## src/rtl/spi_idle_pkg.sv

```systemverilog
package spi_idle_pkg;
  localparam int CFG_W       = 32;
  localparam int IDLE_LO_BIT = 17;
  localparam int IDLE_HI_BIT = 18;

  typedef enum logic [1:0] {
    POL_KEEP  = 2'd0,
    POL_LOW   = 2'd1,
    POL_HIGH  = 2'd2
  } idle_pol_t;

  typedef enum logic [1:0] {
    ST_IDLE  = 2'd0,
    ST_LO    = 2'd1,
    ST_HI    = 2'd2,
    ST_TRAIL = 2'd3
  } eng_st_t;
endpackage

```

## src/rtl/spi_cfg_reg.sv

```systemverilog
module spi_cfg_reg
  import spi_idle_pkg::*;
(
  input  logic      clk,
  input  logic      rst,
  input  logic      we,
  input  logic      want_low,
  input  logic      want_high,
  output idle_pol_t policy,
  output logic      conflict
);
  always_ff @(posedge clk) begin
    if (rst) begin
      policy   <= POL_KEEP;
      conflict <= 1'b0;
    end else if (we) begin
      conflict <= want_low & want_high;
      if (want_low && !want_high)      policy <= POL_LOW;
      else if (want_high && !want_low) policy <= POL_HIGH;
      else                             policy <= POL_KEEP;
    end
  end
endmodule

```

## src/rtl/spi_half_tick.sv

```systemverilog
module spi_half_tick #(
  parameter int DIV_W = 8
) (
  input  logic             clk,
  input  logic             rst,
  input  logic             run,
  input  logic [DIV_W-1:0] div,
  output logic             tick
);
  logic [DIV_W-1:0] cnt;

  assign tick = run && (cnt == div);

  always_ff @(posedge clk) begin
    if (rst || !run || tick) cnt <= '0;
    else                     cnt <= cnt + 1'b1;
  end
endmodule

```

## src/rtl/spi_shift_eng.sv

```systemverilog
module spi_shift_eng
  import spi_idle_pkg::*;
#(
  parameter int DATA_W = 8
) (
  input  logic              clk,
  input  logic              rst,
  input  logic              start,
  input  logic [DATA_W-1:0] tx_data,
  input  idle_pol_t         policy,
  input  logic              conflict,
  input  logic              miso,
  input  logic              tick,
  output logic              busy,
  output logic              sclk,
  output logic              cs_n,
  output logic              mosi,
  output logic [DATA_W-1:0] rx_data,
  output logic              done
);
  localparam int IDX_W = (DATA_W > 1) ? $clog2(DATA_W) : 1;
  localparam logic [IDX_W-1:0] TOP_IDX = IDX_W'(DATA_W - 1);

  eng_st_t           st;
  logic [DATA_W-1:0] tx_sh;
  logic [DATA_W-1:0] rx_sh;
  logic [IDX_W-1:0]  bit_idx;

  assign busy = (st != ST_IDLE);

  always_ff @(posedge clk) begin
    if (rst) begin
      st      <= ST_IDLE;
      sclk    <= 1'b0;
      cs_n    <= 1'b1;
      mosi    <= 1'b0;
      done    <= 1'b0;
      rx_data <= '0;
      tx_sh   <= '0;
      rx_sh   <= '0;
      bit_idx <= '0;
    end else begin
      done <= 1'b0;
      unique case (st)
        ST_IDLE: begin
          if (policy == POL_LOW)       mosi <= 1'b0;
          else if (policy == POL_HIGH) mosi <= 1'b1;
          if (start && !conflict) begin
            tx_sh   <= tx_data;
            mosi    <= tx_data[DATA_W-1];
            cs_n    <= 1'b0;
            bit_idx <= TOP_IDX;
            st      <= ST_LO;
          end
        end
        ST_LO: if (tick) begin
          sclk  <= 1'b1;
          rx_sh <= {rx_sh[DATA_W-2:0], miso};
          st    <= ST_HI;
        end
        ST_HI: if (tick) begin
          sclk <= 1'b0;
          if (bit_idx == '0) begin
            st <= ST_TRAIL;
            if (policy == POL_LOW)       mosi <= 1'b0;
            else if (policy == POL_HIGH) mosi <= 1'b1;
          end else begin
            bit_idx <= bit_idx - 1'b1;
            mosi    <= tx_sh[bit_idx - 1'b1];
            st      <= ST_LO;
          end
        end
        ST_TRAIL: if (tick) begin
          cs_n    <= 1'b1;
          done    <= 1'b1;
          rx_data <= rx_sh;
          st      <= ST_IDLE;
        end
        default: st <= ST_IDLE;
      endcase
    end
  end

  p_sclk_rest_r1: assert property (@(posedge clk) disable iff (rst)
    cs_n |-> !sclk);

  p_mosi_steady_r1: assert property (@(posedge clk) disable iff (rst)
    sclk |-> $stable(mosi));

  p_done_single_r10: assert property (@(posedge clk) disable iff (rst)
    done |=> !done);

  p_refuse_conflict_r9: assert property (@(posedge clk) disable iff (rst)
    (!busy && start && conflict) |=> cs_n);
endmodule

```

## src/rtl/spi_idle_ctrl.sv

```systemverilog
module spi_idle_ctrl
  import spi_idle_pkg::*;
#(
  parameter int DATA_W = 8,
  parameter int DIV_W  = 8
) (
  input  logic              clk,
  input  logic              rst,
  input  logic              start,
  input  logic [DATA_W-1:0] tx_byte,
  input  logic [DIV_W-1:0]  clk_div,
  input  logic              cfg_we,
  input  logic [CFG_W-1:0]  cfg_wdata,
  input  logic              miso,
  output logic [DATA_W-1:0] rx_byte,
  output logic              done,
  output logic              busy,
  output logic              cfg_err,
  output logic              sclk,
  output logic              cs_n,
  output logic              mosi
);
  idle_pol_t policy;
  logic      tick;
  logic      unused_cfg_bits;

  assign unused_cfg_bits = ^{cfg_wdata[CFG_W-1:IDLE_HI_BIT+1], cfg_wdata[IDLE_LO_BIT-1:0]};

  spi_cfg_reg u_cfg (
    .clk       (clk),
    .rst       (rst),
    .we        (cfg_we),
    .want_low  (cfg_wdata[IDLE_LO_BIT]),
    .want_high (cfg_wdata[IDLE_HI_BIT]),
    .policy    (policy),
    .conflict  (cfg_err)
  );

  spi_half_tick #(.DIV_W(DIV_W)) u_tick (
    .clk  (clk),
    .rst  (rst),
    .run  (busy),
    .div  (clk_div),
    .tick (tick)
  );

  spi_shift_eng #(.DATA_W(DATA_W)) u_eng (
    .clk      (clk),
    .rst      (rst),
    .start    (start),
    .tx_data  (tx_byte),
    .policy   (policy),
    .conflict (cfg_err),
    .miso     (miso),
    .tick     (tick),
    .busy     (busy),
    .sclk     (sclk),
    .cs_n     (cs_n),
    .mosi     (mosi),
    .rx_data  (rx_byte),
    .done     (done)
  );

  p_rest_high_r6: assert property (@(posedge clk) disable iff (rst)
    (cs_n && $past(cs_n) && policy == POL_HIGH && $past(policy) == POL_HIGH) |-> mosi);

  p_rest_low_r7: assert property (@(posedge clk) disable iff (rst)
    (cs_n && $past(cs_n) && policy == POL_LOW && $past(policy) == POL_LOW) |-> !mosi);

  p_err_blocks_r9: assert property (@(posedge clk) disable iff (rst)
    cfg_err |-> policy == POL_KEEP);
endmodule

```

## config.mk

```make
export PLATFORM = sky130hd
export DESIGN_NAME = spi_idle_ctrl
export DESIGN_NICKNAME = d
export VERILOG_FILES = /design/src/rtl/spi_idle_pkg.sv /design/src/rtl/spi_cfg_reg.sv /design/src/rtl/spi_half_tick.sv /design/src/rtl/spi_shift_eng.sv /design/src/rtl/spi_idle_ctrl.sv
export SDC_FILE = /design/constraint.sdc
export NUM_CORES = 1
export LEC_CHECK = 0
export BUFFER_PORTS_ARGS = -buffer_cell sky130_fd_sc_hd__buf_4
export CAP_MARGIN = 0
export CORE_MARGIN = 2
export CORE_UTILIZATION = 50
export CTS_BUF_LIST = sky130_fd_sc_hd__clkbuf_4
export DETAILED_ROUTE_END_ITERATION = 8
export PLACE_DENSITY_LB_ADDON = 0.12
export SYNTH_ARGS = -nofsm -noshare
export SYNTH_HDL_FRONTEND = slang
export SYNTH_HIERARCHICAL = 1
export SYNTH_SLANG_ARGS = --single-unit
```

## constraint.sdc

```tcl
create_clock -name clk -period 2.7 [get_ports clk]
set_input_delay 0.135 -clock clk [delete_from_list [all_inputs] [get_ports clk]]
set_output_delay 0.135 -clock clk [all_outputs]
set_load 0.1 [all_outputs]
```

==> results.md <==
- Counting every net in the synthesized netlist gives around 290.
- The area of the core is approximately 3700 um^2.
- The initial antenna violation count is 0.
- In this run the tool buffered the top-level ports with 36 buffer cells.
- For the finished layout, the period the worst path requires is between 2000 and 2500 ps.
- Of the total power, the clock network draws 0.321.
- In this run the worst path has a maximum fanout of 12.
- The detail-routed net length per standard cell is roughly 12 um.
- The worst setup path is captured at a flip-flop.
- After detailed placement, the design holds a cell count of around 300.
- The die width is approximately 67 um.
- TritonCTS built the clock tree.
- In this run the cell area of the synthesized design comes to approximately 2000 um^2.
- The worst setup path is launched from a flip-flop.
- The fraction of synthesized cell area taken by the top area cell type is 0.448.
- Walking the worst path, the cells encountered are xor2_1, nor4_4, and3_1, nand2_1, or2_2, nand2_1, a21oi_1.
- Of the total power, the share spent switching nets is 0.254.
- The wire length of the first global-routing pass is 6.64 mm.
- Clock-pin slew was measured on the worst setup and hold paths at 120 ps.
- The most instantiated flip-flop cell in the synthesis netlist is dfxtp_1.
- The maximum level of the CTS H-tree is 2.
- Of the cells placed in the final design, the portion with a size suffix greater than 1 is 0.202.
- The HPWL after detailed placement is 2.66 mm.
- The internal power is ~0.95 mW.
- The count of final hold-check violations was 0.
- At the placement stage, the worst setup path has a slack of around 580 ps.
- The fill cell instance count of the final layout is 360.
- The number of global-route vias before repair was between 1000 and 1500.
- The top-level I/O count is 67.
- Of the total power, registers draw 0.538.
- Sorting the synthesized cells by area gives the leading types as dfxtp_1 (45%), nand2_1 (10%), a21oi_1 (8.9%).
- In this run the static leakage power is 0.910 nW.
- Across all setup checks in the final design, the least slack found is between 500 and 600 ps.
- The remaining number of nets flagged by the antenna check after routing is 0.
- In this run the power spent charging and discharging nets is 0.322 mW.
- Leaving out fill and tap cells, the most frequent cell in the layout is nand2_1.
- The setup TNS is 0 ps.
- The most common cell type on the critical path is nand2_1.
- The count of endpoints failing setup in the final report is 0.
- The synthesized design contains 0 enable-type register cells.
- The aggregate global-route resource usage is 0.194.
- The transition time at the pin with the least slew margin is around 670 ps.
- Entering global routing, the biggest net connects 38 pins.
- In this run, the number of DRC markers left after iteration 0 of detailed routing was 117.
- For met1 alone, demand over resource in global routing was 0.255.
- IR analysis of the VDD net gives a maximum drop of 305 uV.
- The type of the tightest min-delay check is input pin to flip-flop.
- Clock tree synthesis selected as its root buffer the cell clkbuf_4.
- Synthesis produced a netlist whose cell count is ~230.
- dfxtp_1 takes more of the synthesized area than any other cell.
- The number of unique standard cell types used by synthesis is 36.
- The busiest layer in global routing is met2.
- The insertion delay of the later-clocked pin in the worst-skew pair is 350 ps.
- The final non-filler cell total is 320.
- Across the run, the number of max-cap violations was 0.
- Summed over all layers, the global routing overflow is 0.
- The initial utilization of the core area, before any placement, comes to 0.529.
- The combinational cell fraction of total power is 0.141.
- In the global route stage, met3 resource usage came out at 0.0507.
- The count of final max-slew check failures is 0.
- For met2 alone, demand over resource in global routing was 0.308.
- Measured along the y axis, the die boundary spans roughly 67 um.
- Counting every sink on the clock net gives 44.
- The flow ran to the end, and the final reports show no timing, DRC or antenna violations.
- Dividing total power by cell area gives a power density of between 500 and 600 nW/um^2.
- Yosys printed 6 warnings.
- Dividing the detail-routed via count by the number of cells gives about 5.4.
- The post-cts gate resize count is 0.
- The final route contains between 1500 and 2000 vias.
- STA puts the critical path data arrival time at around 2400 ps.
- The slowest stage of the critical path belongs to the cell dfxtp_1.
- 0 antenna diodes ended up in the layout.
- The worst-case clock buffer depth is 2.
- Derived from the worst setup path, the maximum achievable clock frequency is between 400 and 500 MHz.
- The worst hold path begins at tx_byte[3].
- The highest cell delay on the worst timing path is roughly 480 ps.
- The net count of the finished layout is 327.
- The worst register-to-register path begins at u_tick/cnt[2].
- The sequential fraction of the synthesis area is 0.448.
- The pre-antenna-repair detailed-routing pass consisted of 4 iterations.
- From synthesis to final layout, the design area changed by 21.7%.
- In this run the tightest slew margin relative to its limit is 0.555.
- Clock skew on the completed layout was measured at approximately 10 ps.
- The critical path starts at u_tick/cnt[2].
- Setup repair after global routing left no endpoint under its margin.
- The congestion estimate from routability-driven global placement came to between 0.7 and 0.8.
- The wire length reported by the detailed router is between 3 and 4 mm.
- Dividing the synthesized area by the synthesized cell count gives approximately 8.5 um^2.
- The number of clock buffers added by TritonCTS is 5.
- After detailed routing, the number of remaining DRC violations is 0.
- Of the available clock period, the critical path in the final layout requires 0.798.
- The library cells used most frequently in the layout, excluding fill and tap cells, are nand2_1 (54), dfxtp_1 (44), buf_4 (39), a21oi_1 (35), xor2_1 (10).
- The final worst hold slack is 28.1 ps.
- The number of register bits inferred by synthesis is between 40 and 50.
- The area of the die is around 4500 um^2.
- The fraction of registers with async set/reset is 0.
- In this run the core area contains 22 standard-cell rows.
- The path type of the worst setup path is flip-flop to flip-flop.
- At the worst endpoint, the required time is about 2900 ps.
## flip-flops by register name, indices dropped and copies added (netlist names)
register / cells
u_eng/rx_sh: 8
u_eng/mosi: 1
u_eng/st: 2
u_cfg/conflict: 1
u_eng/tx_sh: 8
u_eng/bit_idx: 3
u_tick/cnt: 8
u_eng/cs_n: 1
u_eng/sclk: 1
u_eng/rx_data: 8
u_cfg/policy: 2
u_eng/done: 1
## cells in the mapped netlist (3+ instances only)
cell type and count:
a21oi_1 35, xor2_1 10, inv_1 8, nand3b_1 3, nand3_1 8, nand2_1 54, nand2b_1 6, nor2_1 6
dfxtp_1 44, a221oi_1 4, clkbuf_1 7, or3_1 3, a211oi_1 5, ha_1 3, o21ai_0 5, buf_2 3
## logic make-up after synthesis
family          count (synthesis)  synth area share
simple gates                   93             0.238
fa+ha+maj                       4            0.0242
compound gates                 57             0.176
buf+inv                        20            0.0439
flops                          44             0.448
xor+xnor                       11            0.0490
mux                             3            0.0216
## routing by layer
layer	wire, um	vias to the layer above
met5	0	-
met4	61	0
met3	200	6
met2	1780	38
met1	1890	798
li1	-	874
## layout make-up
class / instances / area [um^2] / share of cell area
multi-input combinational: 168 / 1000 / 0.418
sequential: 44 / 881 / 0.368
inverter: 8 / 30.0 / 0.0125
timing repair buffer: 44 / 343 / 0.143
clock buffer: 6 / 45.0 / 0.0188
tap: 48 / 60.1 / 0.0251
clock inverter: 2 / 35.0 / 0.0146
## path summary, 6_finish.rpt
kind / end / slack [ps] / cells past startpoint
worst max-delay path: u_eng/rx_sh[5] / 550 / 7
worst min-delay path: u_eng/tx_sh[3] / 30 / 3
worst max register to register: u_eng/rx_sh[5] / 550 / 7
worst min register to register: u_eng/tx_sh[4] / 460 / 2
## power by group through the flow
stage	sequential, mW	combinational, mW	clock [mW]
finish	0.684	0.179	0.408
global route	0.688	0.194	0.454
CTS	0.684	0.179	0.427
detailed placement	0.698	0.173	0
global placement	0.698	0.170	0
floorplan	0.717	0.101	0
## timing repair
action,in CTS,in global routing
endpoints found under the hold margin,5,0
buffers inserted,0,0
hold buffers,5,0
endpoints found under the setup margin,0,0
## worst max-delay path: cells and delay by family, from the launching register on
family	cells	cell delay, ps
AO/OA/AOI/OAI	1	70
flip-flops	1	480
AND/OR/NAND/NOR	5	1350
XOR/XNOR	1	140
## stage by stage
| stage | area (um^2) | power (mW) | utilization |
|---|---|---|---|
| after floorplan | 1970 | 0.818 | - |
| after global placement | 2260 | 0.868 | 0.609 |
| after detailed placement | 2260 | 0.871 | 0.609 |
| after CTS | 2390 | 1.29 | 0.644 |
| after global routing | 2390 | 1.34 | 0.644 |
| final | 2390 | 1.27 | 0.644 |
(Power assumes the default switching activity.)
